`config.mk`:
```
export PLATFORM = sky130hd
export DESIGN_NAME = pc_bkpt_qual
export DESIGN_NICKNAME = d
export VERILOG_FILES = /design/src/rtl/pbq_pkg.sv /design/src/rtl/pbq_rst_sync.sv /design/src/rtl/pbq_regs.sv /design/src/rtl/pbq_cmp.sv /design/src/rtl/pc_bkpt_qual.sv
export SDC_FILE = /design/constraint.sdc
export NUM_CORES = 1
export LEC_CHECK = 0
export BUFFER_PORTS_ARGS = -buffer_cell sky130_fd_sc_hd__buf_2
export CORE_MARGIN = 2
export CORE_UTILIZATION = 52
export DETAILED_ROUTE_END_ITERATION = 8
export PLACE_DENSITY_LB_ADDON = 0.1
export SKIP_LAST_GASP = 1
export SLEW_MARGIN = 20
export SYNTH_ARGS = -nofsm -noshare
export SYNTH_HDL_FRONTEND = slang
export SYNTH_HIERARCHICAL = 1
export SYNTH_SLANG_ARGS = --single-unit
```
`constraint.sdc`:
```
create_clock -name clk -period 5.85 [get_ports clk]
set_input_delay 0 -clock clk [delete_from_list [all_inputs] [get_ports clk]]
set_output_delay 0 -clock clk [all_outputs]
set_load 0.01 [all_outputs]
```
`src/rtl/pbq_pkg.sv`:
```
`timescale 1ns/1ps
package pbq_pkg;
  // Width of one packed qualification code
  localparam int CODE_W = 4;
  // Bit positions inside one code
  localparam int CB_ASID = 2;
  localparam int CB_MODE = 1;
  localparam int CB_SUP  = 0;

  typedef struct packed {
    logic asid_req;
    logic mode_req;
    logic want_sup;
  } qual_t;

  function automatic qual_t code_to_qual(input logic [CODE_W-1:0] code);
    qual_t q;
    q.asid_req = code[CB_ASID];
    q.mode_req = code[CB_MODE];
    q.want_sup = code[CB_SUP];
    return q;
  endfunction
endpackage

```
`src/rtl/pbq_rst_sync.sv`:
```
`timescale 1ns/1ps
module pbq_rst_sync #(
  parameter int STAGES = 2
) (
  input  logic clk,
  input  logic rst_n,
  output logic rst_sync_n
);
  logic [STAGES-1:0] chain_q;
  logic [STAGES-1:0] chain_d;

  always_comb begin
    chain_d = {chain_q[STAGES-2:0], 1'b1};
  end

  always_ff @(posedge clk or negedge rst_n) begin
    if (!rst_n) chain_q <= '0;
    else        chain_q <= chain_d;
  end

  assign rst_sync_n = chain_q[STAGES-1];
endmodule

```
`src/rtl/pbq_regs.sv`:
```
`timescale 1ns/1ps
module pbq_regs
  import pbq_pkg::*;
#(
  parameter int NUM_BP = 4,
  parameter int ADDR_W = 32,
  parameter int ASID_W = 8,
  parameter int DATA_W = 32,
  localparam int USED_W = NUM_BP * CODE_W,
  localparam int SEL_W  = $clog2(2 * NUM_BP + 2)
) (
  input  logic                           clk,
  input  logic                           rst_n,
  input  logic                           wr_en_i,
  input  logic [SEL_W-1:0]               wr_sel_i,
  input  logic [DATA_W-1:0]              wr_data_i,
  output logic [NUM_BP-1:0][ADDR_W-1:0]  bp_addr_o,
  output logic [NUM_BP-1:0][ASID_W-1:0]  bp_asid_o,
  output logic [USED_W-1:0]              codes_o,
  output logic [NUM_BP-1:0]              bp_en_o,
  output logic [DATA_W-1:0]              ctrl_o
);
  localparam int SEL_ASID0 = NUM_BP;
  localparam int SEL_CTRL  = 2 * NUM_BP;
  localparam int SEL_EN    = 2 * NUM_BP + 1;

  logic [NUM_BP-1:0][ADDR_W-1:0] addr_q, addr_d;
  logic [NUM_BP-1:0][ASID_W-1:0] asid_q, asid_d;
  logic [USED_W-1:0]             code_q, code_d;
  logic [NUM_BP-1:0]             en_q,   en_d;
  logic                          addr_ce, asid_ce, code_ce, en_ce;

  // Clock enables per register class
  always_comb begin
    addr_ce = wr_en_i && (int'(wr_sel_i) <  SEL_ASID0);
    asid_ce = wr_en_i && (int'(wr_sel_i) >= SEL_ASID0) && (int'(wr_sel_i) < SEL_CTRL);
    code_ce = wr_en_i && (int'(wr_sel_i) == SEL_CTRL);
    en_ce   = wr_en_i && (int'(wr_sel_i) == SEL_EN);
  end

  // Next-state values
  always_comb begin
    addr_d = addr_q;
    asid_d = asid_q;
    for (int n = 0; n < NUM_BP; n++) begin
      if (int'(wr_sel_i) == n)             addr_d[n] = wr_data_i[ADDR_W-1:0];
      if (int'(wr_sel_i) == SEL_ASID0 + n) asid_d[n] = wr_data_i[ASID_W-1:0];
    end
    code_d = wr_data_i[USED_W-1:0];
    en_d   = wr_data_i[NUM_BP-1:0];
  end

  always_ff @(posedge clk or negedge rst_n) begin
    if (!rst_n) begin
      addr_q <= '0;
      asid_q <= '0;
      code_q <= '0;
      en_q   <= '0;
    end else begin
      if (addr_ce) addr_q <= addr_d;
      if (asid_ce) asid_q <= asid_d;
      if (code_ce) code_q <= code_d;
      if (en_ce)   en_q   <= en_d;
    end
  end

  assign bp_addr_o = addr_q;
  assign bp_asid_o = asid_q;
  assign codes_o   = code_q;
  assign bp_en_o   = en_q;
  assign ctrl_o    = {{(DATA_W-USED_W){1'b0}}, code_q};

  AST_CTRL_PACKED: assert property (@(posedge clk) disable iff (!rst_n)
    (wr_en_i && int'(wr_sel_i) == SEL_CTRL) |=> (ctrl_o == {{(DATA_W-USED_W){1'b0}}, $past(wr_data_i[USED_W-1:0])}));
  AST_EN_LOAD: assert property (@(posedge clk) disable iff (!rst_n)
    (wr_en_i && int'(wr_sel_i) == SEL_EN) |=> (bp_en_o == $past(wr_data_i[NUM_BP-1:0])));
endmodule

```
`src/rtl/pbq_cmp.sv`:
```
`timescale 1ns/1ps
module pbq_cmp
  import pbq_pkg::*;
#(
  parameter int ADDR_W = 32,
  parameter int ASID_W = 8
) (
  input  logic              clk,
  input  logic              rst_n,
  input  logic              inst_valid_i,
  input  logic [ADDR_W-1:0] pc_i,
  input  logic [ASID_W-1:0] asid_i,
  input  logic              super_i,
  input  logic [ADDR_W-1:0] bp_addr_i,
  input  logic [ASID_W-1:0] bp_asid_i,
  input  qual_t             qual_i,
  input  logic              bp_en_i,
  output logic              match_o,
  output logic              hit_o
);
  logic addr_eq, asid_ok, mode_ok;
  logic hit_q, hit_d;

  always_comb begin
    addr_eq = (pc_i == bp_addr_i);
    asid_ok = !qual_i.asid_req || (asid_i == bp_asid_i);
    mode_ok = !qual_i.mode_req || (super_i == qual_i.want_sup);
    match_o = inst_valid_i && bp_en_i && addr_eq && asid_ok && mode_ok;
    hit_d   = match_o;
  end

  always_ff @(posedge clk or negedge rst_n) begin
    if (!rst_n) hit_q <= 1'b0;
    else        hit_q <= hit_d;
  end

  assign hit_o = hit_q;

  AST_HIT_NEEDS_VALID: assert property (@(posedge clk) disable iff (!rst_n)
    hit_o |-> $past(inst_valid_i));
  AST_HIT_NEEDS_ADDR: assert property (@(posedge clk) disable iff (!rst_n)
    hit_o |-> ($past(pc_i) == $past(bp_addr_i)));
  AST_DISABLED_SILENT: assert property (@(posedge clk) disable iff (!rst_n)
    hit_o |-> $past(bp_en_i));
  AST_ASID_QUAL: assert property (@(posedge clk) disable iff (!rst_n)
    (hit_o && $past(qual_i.asid_req)) |-> ($past(asid_i) == $past(bp_asid_i)));
  AST_MODE_QUAL: assert property (@(posedge clk) disable iff (!rst_n)
    (hit_o && $past(qual_i.mode_req)) |-> ($past(super_i) == $past(qual_i.want_sup)));
endmodule

```
`src/rtl/pc_bkpt_qual.sv`:
```
`timescale 1ns/1ps
module pc_bkpt_qual
  import pbq_pkg::*;
#(
  parameter int NUM_BP = 4,
  parameter int ADDR_W = 32,
  parameter int ASID_W = 8,
  parameter int DATA_W = 32,
  localparam int SEL_W = $clog2(2 * NUM_BP + 2)
) (
  input  logic              clk,
  input  logic              rst_n,
  input  logic              wr_en_i,
  input  logic [SEL_W-1:0]  wr_sel_i,
  input  logic [DATA_W-1:0] wr_data_i,
  input  logic              inst_valid_i,
  input  logic [ADDR_W-1:0] pc_i,
  input  logic [ASID_W-1:0] asid_i,
  input  logic              super_i,
  output logic [NUM_BP-1:0] hit_o,
  output logic              hit_any_o,
  output logic [DATA_W-1:0] ctrl_o
);
  localparam int USED_W = NUM_BP * CODE_W;

  logic                          rst_sync_n;
  logic [NUM_BP-1:0][ADDR_W-1:0] bp_addr;
  logic [NUM_BP-1:0][ASID_W-1:0] bp_asid;
  logic [USED_W-1:0]             codes;
  logic [NUM_BP-1:0]             bp_en;
  logic [NUM_BP-1:0]             match;
  logic                          any_q, any_d;

  pbq_rst_sync #(.STAGES(2)) u_rst_sync (
    .clk        (clk),
    .rst_n      (rst_n),
    .rst_sync_n (rst_sync_n)
  );

  pbq_regs #(
    .NUM_BP (NUM_BP),
    .ADDR_W (ADDR_W),
    .ASID_W (ASID_W),
    .DATA_W (DATA_W)
  ) u_regs (
    .clk       (clk),
    .rst_n     (rst_sync_n),
    .wr_en_i   (wr_en_i),
    .wr_sel_i  (wr_sel_i),
    .wr_data_i (wr_data_i),
    .bp_addr_o (bp_addr),
    .bp_asid_o (bp_asid),
    .codes_o   (codes),
    .bp_en_o   (bp_en),
    .ctrl_o    (ctrl_o)
  );

  for (genvar n = 0; n < NUM_BP; n++) begin : g_cmp
    qual_t qual_n;
    logic  unused_spare_bit;
    assign qual_n           = code_to_qual(codes[n*CODE_W +: CODE_W]);
    assign unused_spare_bit = codes[n*CODE_W + CODE_W - 1];

    pbq_cmp #(
      .ADDR_W (ADDR_W),
      .ASID_W (ASID_W)
    ) u_cmp (
      .clk          (clk),
      .rst_n        (rst_sync_n),
      .inst_valid_i (inst_valid_i),
      .pc_i         (pc_i),
      .asid_i       (asid_i),
      .super_i      (super_i),
      .bp_addr_i    (bp_addr[n]),
      .bp_asid_i    (bp_asid[n]),
      .qual_i       (qual_n),
      .bp_en_i      (bp_en[n]),
      .match_o      (match[n]),
      .hit_o        (hit_o[n])
    );
  end

  always_comb begin
    any_d = |match;
  end

  always_ff @(posedge clk or negedge rst_sync_n) begin
    if (!rst_sync_n) any_q <= 1'b0;
    else             any_q <= any_d;
  end

  assign hit_any_o = any_q;

  AST_ANY_TRACKS_HITS: assert property (@(posedge clk) disable iff (!rst_sync_n)
    hit_any_o == (|hit_o));
  AST_RESET_QUIET: assert property (@(posedge clk)
    !rst_sync_n |-> (hit_o == '0 && !hit_any_o));
endmodule

```
-- Word level (Yosys, flattened, before mapping)
Cells that the tools add are included.
- magnitude comparators: 3
- eq/ne operators: 21
- reduce and logical (&&, ||, !) cells: 47
- operators with widths (cell ; count):
    $eq 32x32->1 ; 4
    $eq 8x8->1 ; 4
    $eq 4x4->1 const B ; 6
    $logic_and 1x1->1 ; 21
    $reduce_and 2->1 ; 8
    $eq 4x3->1 const B ; 2
    $logic_not 1->1 ; 8
    $logic_or 1x1->1 ; 8
    $eq 1x1->1 ; 4
    $eq 4x2->1 const B ; 1
    $ge 4x3->1 const B ; 1
    $logic_not 4->1 ; 1
    $lt 4x3->1 const B ; 1
    $lt 4x4->1 const B ; 1
    $reduce_or 4->1 ; 1
- bits in registers: 187
- input bits: 81
- logic and storage cells: 87

-- Depth between registers and ports, before layout
Gate-level depths: netlist (run 1).
- word-level depth: 5
- gate-level depth with buffers: 5
- depth with buffers taken out: 5

-- By module
The synthesis (run 1) kept the hierarchy.
- modules (own cells, without submodules) (module ; instances ; cells each ; area each (µm²)):
    pbq_regs ; 1 ; 428 ; 7058.0
    pbq_cmp ; 4 ; 58 ; 483.0
    pbq_rst_sync ; 1 ; 3 ; 53.8
    pc_bkpt_qual ; 1 ; 2 ; 32.5

-- Worst setup path after synthesis (run 1)
Ideal clock, no wire load.
- path type: flip-flop to flip-flop
- from: register u_regs.addr_q, in the netlist u_regs/bp_addr_o[32]
- to: register any_q, in the netlist hit_any_o
- data arrival time: 1.291 ns
- data required time: 5.711 ns
- setup slack: 4.420 ns
- cell stages (with the launch flop): 6
- buffers on the path: 0
- cell sequence: dfrtp_1 -> xnor2_1 -> nand4_1 -> nor4_1 -> and4_1 -> or4_1
- word-level cells in the longest chain between the ends: 5
- RTL lines (item ; line ; text):
    start: declaration ; pbq_regs.sv:27 ; logic [NUM_BP-1:0][ADDR_W-1:0] addr_q, addr_d;
    start signal: assignment ; pbq_regs.sv:60 ; if (addr_ce) addr_q <= addr_d;
    $eq 32x32->1 ; pbq_cmp.sv:25 ; addr_eq = (pc_i == bp_addr_i);
    $logic_and 1x1->1 (3 in series) ; pbq_cmp.sv:28 ; match_o = inst_valid_i && bp_en_i && addr_eq && asid_ok && mode_ok;
    via match[1] ; pc_bkpt_qual.sv:31 ; logic [NUM_BP-1:0] match;
    $reduce_or 4->1 ; pc_bkpt_qual.sv:84 ; any_d = |match;
    via any_d ; pc_bkpt_qual.sv:32 ; logic any_q, any_d;
    end signal: assignment ; pc_bkpt_qual.sv:89 ; else any_q <= any_d;
    end: declaration ; pc_bkpt_qual.sv:32 ;
The timed path passes the listed nets, and every way through them passes these cells.
A chain may end at the register's enable or synchronous reset.

-- Worst setup path in the final report (run 1)
- from: register u_regs.addr_q, in the netlist u_regs/bp_addr_o[29]
- to: register any_q, in the netlist hit_any_o
Same word-level chain as after synthesis.

==> results.toml, run 1 <==
[timing]
finalCritPeriodShare_pct = 29.7
hold_viol = 0
final_max_slew_viol_count = 0
maxSlewHeadroom_pct = 33.4
skew_ps = 7.61
min_period_ps = 1740
setup_tns_ps = 0
setup_violations = 0
timing.fmax_mhz = 576
rsz0062_at_grt = "false"
tightest_slew_ps = 1000

[outcome]
status = "complete, no violations"

[detailed_routing]
vias = 5382
first_pass_iters = 4
drtIter0Drc = 205
viasPerCell = 5.26
wl_um = 19400
ant_nets = 0
wire_per_inst_um = 19.0
drc = 0

[critical_path]
worstPathCellList = "xnor2_1, nand4_1, nor4_1, and4_1, or4_1"
max_stage_delay_ps = 530
required_ps = 6210
crit_path_top_delay_cell = "nor4_1"
endpoint_kind = "flop"
startpoint_type = "flop"
cp.arrival_ps = 2100
critical_path_class = "reg2reg"
cp_max_fo = 2

[grt]
grt_pass1_vias = 5652
grt_pass1_wl_um = 30700
grt_overflow = 0
grt_usage_pct = 22.2
antenna_found_initial = 0
grt_max_degree = 70

[clock_tree]
root_buffer = "clkbuf_16"
cts_hold_buf = 33
cts_setup_buffers = 0
cts_tree = "done"
clk_latency_ps = 420
cts.sinks = 187
cts_resized = 0
cts_buffers = 17
h-tree-depth = 4
clockBufferDepth = 2
clk_pin_slew_ps = 70

[floorplan]
initial_core_util_pct = 52.8
pin_count = 118
die_y_um = 136
fp.dieW_um = 136
rows = 48
dieArea_um2 = 18500
core_um2 = 17200

[final_layout]
drive_gt1_share_pct = 40.1
areaGrowthSynthToFinish_pct = 16.2
diodes = 0
fin_cells = 1023
num-fill-cells = 1367
fin_nets = 866

[hold_path]
hp-class = "in2reg"

[synth]
ys.flop_type = "dfrtp_1"
syn-mean-instance-area_um2 = 13.6
yosysSeqAreaShare_pct = 51.6
ys_warn_count = 6
ys_seq_elements = 187
syn_inst = 665
netlist_area_um2 = 9080
synthArstFlopShare_pct = 100
synth_edf_count = 0
ys_types = 32

[power]
powerDensity_nw_per_um2 = 359
power.total_mw = 3.79
leakagePower_nw = 4.50
vdd_drop_max_v = 0.000232

[placed_design]
io_buffer_count = 101
dp_hpwl_um = 13600
gp_congestion = 0.807
placed_cells = 958

[run]
cap_viol_max_count = 0
-- through the flow --
stage | setup WS, ps | hold WS (ps) | utilization, % | area (µm²)
3_3_place_gp | 4040 | -214 | 55.8 | 9590
3_5_place_dp | 3960 | -211 | 55.8 | 9590
2_1_floorplan | 253 | -296 | - | 9130
5_1_grt | 3910 | 56.6 | 61.4 | 10500
6_report | 4110 | 69.7 | 61.4 | 10500
4_1_cts | 4090 | 54.1 | 61.4 | 10500
-- final cells by class --
class	instances	area, µm²	area share, %
sequential	187	4680	44.4
multi-input combinational	441	4090	38.8
timing repair buffer	138	866	8.21
clock buffer	21	480	4.56
tap	225	282	2.67
clock inverter	11	141	1.34
-- synth_stat cells (2+ instances only) --
| cell type | n | share of area, % |
|---|---|---|
| nand4_1 | 36 | 2.5 |
| a211oi_1 | 4 | 0.33 |
| nand3_1 | 8 | 0.44 |
| and4_1 | 4 | 0.39 |
| o21ai_0 | 4 | 0.22 |
| nand2b_1 | 2 | 0.14 |
| buf_6 | 4 | 0.50 |
| buf_2 | 8 | 0.44 |
| buf_1 | 4 | 0.17 |
| buf_4 | 35 | 2.9 |
| nor3_1 | 4 | 0.22 |
| nand2_1 | 2 | 0.083 |
| mux2_2 | 165 | 20 |
| xnor2_1 | 160 | 15 |
| xor2_1 | 4 | 0.39 |
| mux2_4 | 8 | 1.3 |
| nor4_1 | 4 | 0.28 |
| conb_1 | 2 | 0.083 |
| mux2_1 | 7 | 0.87 |
| dfrtp_1 | 187 | 52 |
| nor2_2 | 2 | 0.14 |
-- kinds of logic after synthesis --
group | Yosys count | synth area share [%]
flops | 187 | 51.6
mux | 180 | 22.7
xor+xnor | 164 | 15.8
simple gates | 72 | 5.28
buf+inv | 52 | 4.04
compound gates | 8 | 0.551
other cells | 2 | 0.0827
-- state kept, by name, summed over array words and instances (netlist names) --
register	flops
u_regs/codes_o	16
u_regs/bp_asid_o	32
g_cmp.u_cmp/hit_o	4
u_regs/bp_en_o	4
hit_any_o	1
u_regs/bp_addr_o	128
u_rst_sync/chain_q	2
-- routing by layer --
| metal | GRT usage [%] | wire length (µm) | vias up |
|---|---|---|---|
| met2 | 37.3 | 9700 | 109 |
| met3 | 3.54 | 660 | 20 |
| met1 | 29.4 | 8740 | 2732 |
| met4 | 7.58 | 295 | 0 |
| li1 | - | - | 2521 |
| met5 | 0 | 0 | - |
-- layout by cell type, fill, tap and decap left out, drive strengths merged, types with 5 or more instances in the layout --
master	n
buf	105
clkbuf	21
clkinv	5
conb	17
dfrtp	187
dlygate4sd3	33
mux2	180
nand3	8
nand4	36
xnor2	160
-- critical path: cells and delay by family, from the launching register on --
kind             cells  cell delay [ps]
AND/OR/NAND/NOR      4             1100
flip-flops           1              390
XOR/XNOR             1              180
-- power by group --
| part | leakage, nW | switching [mW] | internal, mW |
|---|---|---|---|
| combinational | 1.90 | 0.305 | 0.485 |
| sequential | 2.30 | 0.216 | 1.59 |
| clock | 0.301 | 0.482 | 0.716 |
| total | 4.50 | 1.00 | 2.79 |
-- final timing paths --
| check | from | endpoint | slack, ps | depth (start not counted) |
|---|---|---|---|---|
| hold / removal | wr_data_i[3] | u_regs/bp_asid_o[3]$_DFFE_PN0P_ | 70 | 2 |
| hold reg to reg | u_rst_sync/chain_q[0]$_DFF_PN0_ | u_rst_sync/chain_q[1]$_DFF_PN0_ | 350 | 0 |
| setup reg to reg | u_regs/bp_addr_o[29]$_DFFE_PN0P_ | hit_any_o$_DFF_PN0_ | 4110 | 5 |
| min in group asynchronous | u_rst_sync/chain_q[1]$_DFF_PN0_ | u_regs/bp_addr_o[13]$_DFFE_PN0P_ | 360 | 0 |
| setup / recovery | u_regs/bp_addr_o[29]$_DFFE_PN0P_ | hit_any_o$_DFF_PN0_ | 4110 | 5 |
| max in group asynchronous | u_rst_sync/chain_q[1]$_DFF_PN0_ | u_regs/bp_addr_o[38]$_DFFE_PN0P_ | 4180 | 1 |
(Power assumes the default switching activity.)
==> inputs of run 2 (changes only) <==
Settings changed: CORE_UTILIZATION 52 to 58.
Clock period 5.85 ns to 1.8 ns, I/O delays scaled along.
==> results.toml, run 2 (synthesis results as in run 1) <==
[critical_path]
endpoint_kind = "flop"
crit_buf_inv = 0
worstPathCellList = "xnor2_1, nand4_1, nor4_1, and4_1, or4_1"
required_ps = 2170
path_delay_family = "simple AND/OR/NAND/NOR gates"
crit_path_top_delay_cell = "nor4_1"
max_stage_delay_ps = 540
cp.arrival_ps = 2100
cp_max_fo = 2
startpoint_type = "flop"
critical_path_class = "reg2reg"

[final_layout]
diodes = 0
final_cell_mix = "dfrtp_1, mux2_2, xnor2_1, buf_2, nand4_1"
largest_register_ffs = 128
final_util_pct = 68.9
drive_gt1_share_pct = 39.9
num-fill-cells = 1090
areaGrowthSynthToFinish_pct = 15.9
fin_nets = 871
final_common_cell = "dfrtp_1"

[timing]
timing.fmax_mhz = 576
hold_viol = 0
setup_violations = 0
maxSlewHeadroom_pct = 51.5
worst_slack_ps = 63.6
final_max_slew_viol_count = 0
tightest_slew_ps = 724
finalCritPeriodShare_pct = 96.5
skew_ps = 6.13
min_period_ps = 1740
rsz0062_at_grt = "false"

[grt]
grt_max_degree = 62
grt_usage_pct = 24.9
grt_pass1_vias = 5751
grt_overflow = 0
antenna_found_initial = 0
grt_pass1_wl_um = 31000

[floorplan]
initial_core_util_pct = 59.5
core_um2 = 15300
fp.dieW_um = 129
die_y_um = 129
dieArea_um2 = 16700
pin_count = 118
rows = 45

[placed_design]
pre_cts_ws_ps = 133
gp_congestion = 0.857
dp_hpwl_um = 13700
io_buffer_count = 101

[clock_tree]
root_buffer = "clkbuf_16"
clk_latency_ps = 430
clockBufferDepth = 2
cts_tree = "done"
cts.sinks = 187
clk_pin_slew_ps = 60
h-tree-depth = 4
cts_setup_buffers = 0
cts_buffers = 17

[power]
powerDensity_nw_per_um2 = 1110
vdd_drop_max_v = 0.000841
leakagePower_nw = 4.49

[detailed_routing]
wire_per_inst_um = 19.2
wl_um = 19400
viasPerCell = 5.37
vias = 5428
first_pass_iters = 4
drc = 0
drtIter0Drc = 294
ant_nets = 0

[hold_path]
hp-class = "in2reg"

[outcome]
status = "complete, no violations"

[run]
cap_viol_max_count = 0
==> run 2: layout make-up <==
class | count | area (µm²) | share of cell area, %
clock inverter | 8 | 51.3 | 0.488
multi-input combinational | 441 | 4090 | 38.9
clock buffer | 21 | 450 | 4.28
tap | 211 | 264 | 2.51
timing repair buffer | 143 | 978 | 9.30
sequential | 187 | 4680 | 44.5
==> run 2: power by group <==
part | internal [mW] | switching [mW] | total [mW]
combinational | 1.59 | 1.01 | 2.60
clock | 1.77 | 1.50 | 3.26
sequential | 5.16 | 0.689 | 5.84
total | 8.51 | 3.20 | 11.7
==> run 2: final timing paths <==
check                      slack (ps)                          endpoint                              from  cells after the start
min in group asynchronous         250  u_regs/bp_addr_o[71]$_DFFE_PN0P_   u_rst_sync/chain_q[1]$_DFF_PN0_                      0
max in group asynchronous         900  u_regs/bp_addr_o[84]$_DFFE_PN0P_   u_rst_sync/chain_q[1]$_DFF_PN0_                      1
max reg2reg                        60               hit_any_o$_DFF_PN0_  u_regs/bp_addr_o[62]$_DFFE_PN0P_                      5
min reg2reg                       250  u_regs/bp_addr_o[71]$_DFFE_PN0P_   u_rst_sync/chain_q[1]$_DFF_PN0_                      0
max                                60               hit_any_o$_DFF_PN0_  u_regs/bp_addr_o[62]$_DFFE_PN0P_                      5
min                                20  u_regs/bp_asid_o[17]$_DFFE_PN0P_                      wr_data_i[1]                      2
==> run 2: metal layers <==
layer / up-vias / track usage [%] / part of all wire [%]
li1: 2526 / - / -
met1: 2769 / 32.6 / 45
met2: 118 / 41.1 / 49
met3: 15 / 6.65 / 5.0
met4: 0 / 7.16 / 1.3
met5: - / 0 / 0
==> run 2: through the flow <==
| step | hold WS (ps) | power, mW | instance area [µm²] | std cells | TNS, ps |
|---|---|---|---|---|---|
| 6_report | 23.5 | 11.7 | 10500 | 1011 | 0 |
| 5_1_grt | 17.0 | 12.3 | 10500 | 1011 | 0 |
| 4_1_cts | 3.73 | 11.8 | 10500 | 1011 | 0 |
| 3_5_place_dp | -211 | 8.47 | 9690 | 949 | 0 |
| 3_3_place_gp | -214 | 8.34 | 9690 | 949 | 0 |
| 2_1_floorplan | -296 | 7.80 | 9140 | 680 | -21890 |
==> run 2: repair_timing <==
item                                   4_1_cts  5_1_grt
endpoints found under the hold margin      159        0
hold buffers                                33        0
gates resized for setup                      0        0
==> inputs of run 3 (changes only) <==
Settings changed: CORE_UTILIZATION 58 to 40, RECOVER_POWER set to 100.
==> results.toml, run 3 (synthesis results as in run 1) <==
[floorplan]
die_y_um = 155
core_um2 = 22400
rows = 55
dieArea_um2 = 23900
initial_core_util_pct = 40.5
fp.dieW_um = 155
pin_count = 118

[critical_path]
worstRegToRegCells = 5
cp.arrival_ps = 2100
cp_max_fo = 2
ff2ff_setup_slack_ps = 60
rr_startpoint = "u_regs/bp_addr_o[82]$_DFFE_PN0P_"
critical_path_class = "reg2reg"
endpoint_kind = "flop"
startpoint = "u_regs/bp_addr_o[82]$_DFFE_PN0P_"
timing.rr.end = "hit_any_o$_DFF_PN0_"
max_stage_delay_ps = 570
crit_end = "hit_any_o$_DFF_PN0_"
startpoint_type = "flop"
required_ps = 2160
worstPathCellList = "xnor2_1, nand4_1, nor4_1, and4_1, or4_1"
crit_path_top_delay_cell = "nor4_1"

[clock_tree]
cts_setup_buffers = 0
cts.sinks = 187
clk_latency_ps = 420
cts_tree = "done"
cts_buffers = 17
clk_pin_slew_ps = 70
clockBufferDepth = 2
h-tree-depth = 4
root_buffer = "clkbuf_16"

[timing]
skew_ps = 9.18
setup_violations = 0
final_max_slew_viol_count = 0
tightest_slew_ps = 1330
rsz0062_at_grt = "false"
min_period_ps = 1740
finalCritPeriodShare_pct = 96.6
maxSlewHeadroom_pct = 11.3
timing.fmax_mhz = 575
hold_viol = 2
hold_slack_ps = -12.6
worst_slack_ps = 60.5

[final_layout]
final_cell_mix = "dfrtp_1, mux2_2, xnor2_1, buf_2, nand4_1"
drive_gt1_share_pct = 36.1
fin_nets = 867
areaGrowthSynthToFinish_pct = 15.9
largest_register_ffs = 128
final_common_cell = "dfrtp_1"

[placed_design]
gp_congestion = 0.777
dp_hpwl_um = 14700
pre_cts_ws_ps = 65.9
io_buffer_count = 101

[detailed_routing]
viasPerCell = 4.95
first_pass_iters = 4
wl_um = 21000
vias = 5359
drtIter0Drc = 160
drc = 0
wire_per_inst_um = 19.4
ant_nets = 0

[grt]
grt_overflow = 0
grt_pass1_wl_um = 33600
antenna_found_initial = 1
grt_max_degree = 86
grt_pass1_vias = 5858
grt_usage_pct = 18.4

[power]
clockPowerShare_pct = 30.8
seq_power_share_pct = 48.3
sw_frac_of_total_pct = 27.5
p_int_mw = 8.75
p_sw_mw = 3.33
vdd_drop_max_v = 0.000481
pwr-share-comb_pct = 20.9
power.total_mw = 12.1
powerDensity_nw_per_um2 = 1150
leakagePower_nw = 4.36

[outcome]
violations = "negative hold slack"
status = "complete, but fails checks"

[hold_path]
hp-class = "in2reg"

[run]
cap_viol_max_count = 0
==> run 3: per-layer routing <==
metal	up-vias	GRT usage [%]	share of wire [%]
met5	-	0	0
met4	0	5.64	1.9
met3	23	3.59	2.9
met2	96	29.3	47
met1	2719	25.6	48
li1	2521	-	-
==> run 3: cell type report <==
class / count / area (µm²)
well taps: 285 / 357
repair buffers: 139 / 837
multi-input cells: 441 / 4070
clock inverters: 12 / 139
fillers: 2084 / 11900
flip-flops and latches: 187 / 4680
clock buffers: 18 / 439
diodes: 1 / 2.50
==> run 3: worst min path at each step <==
| stage | start | to | slack (ps) | cells past startpoint |
|---|---|---|---|---|
| after floorplan | rst_n | u_rst_sync/chain_q[0]$_DFF_PN0_ | -300 | 0 |
| after global placement | rst_n | u_rst_sync/chain_q[0]$_DFF_PN0_ | -210 | 1 |
| after detailed placement | rst_n | u_rst_sync/chain_q[0]$_DFF_PN0_ | -210 | 1 |
| after CTS | wr_data_i[2] | u_regs/bp_addr_o[66]$_DFFE_PN0P_ | 6 | 2 |
| after global routing | wr_data_i[0] | u_regs/bp_asid_o[0]$_DFFE_PN0P_ | 9 | 2 |
| final | wr_data_i[2] | u_regs/bp_asid_o[2]$_DFFE_PN0P_ | -10 | 2 |
==> run 3: power by group through the flow <==
stage          logic, mW  registers [mW]  clock network, mW
2_1_floorplan       2.03            5.77                  0
3_3_place_gp        2.51            5.89                  0
3_5_place_dp        2.55            5.93                  0
4_1_cts             2.62            5.85               3.83
5_1_grt             2.78            5.97               4.03
6_report            2.52            5.84               3.72
==> run 3: through the flow <==
stage,instances,setup TNS [ps],util (%),area (µm²)
after global placement,1023,0,43.5,9770
after detailed placement,1023,0,43.5,9770
after floorplan,680,-21890,-,9140
after CTS,1082,0,47.4,10600
final,1083,0,46.9,10500
after global routing,1083,0,46.9,10500
==> run 3: timing repair <==
action                     CTS  global route
hold buffers                29             0
gates resized for setup      0             4
setup endpoints to repair    0             1
hold endpoints to repair   126             0
==> run 3: critical path: cells and delay by family (launching register included) <==
kind,cells,cell delay (ps)
xor gates and xnor gates,1,150
DFF,1,400
and+or+nand+nor,4,1130
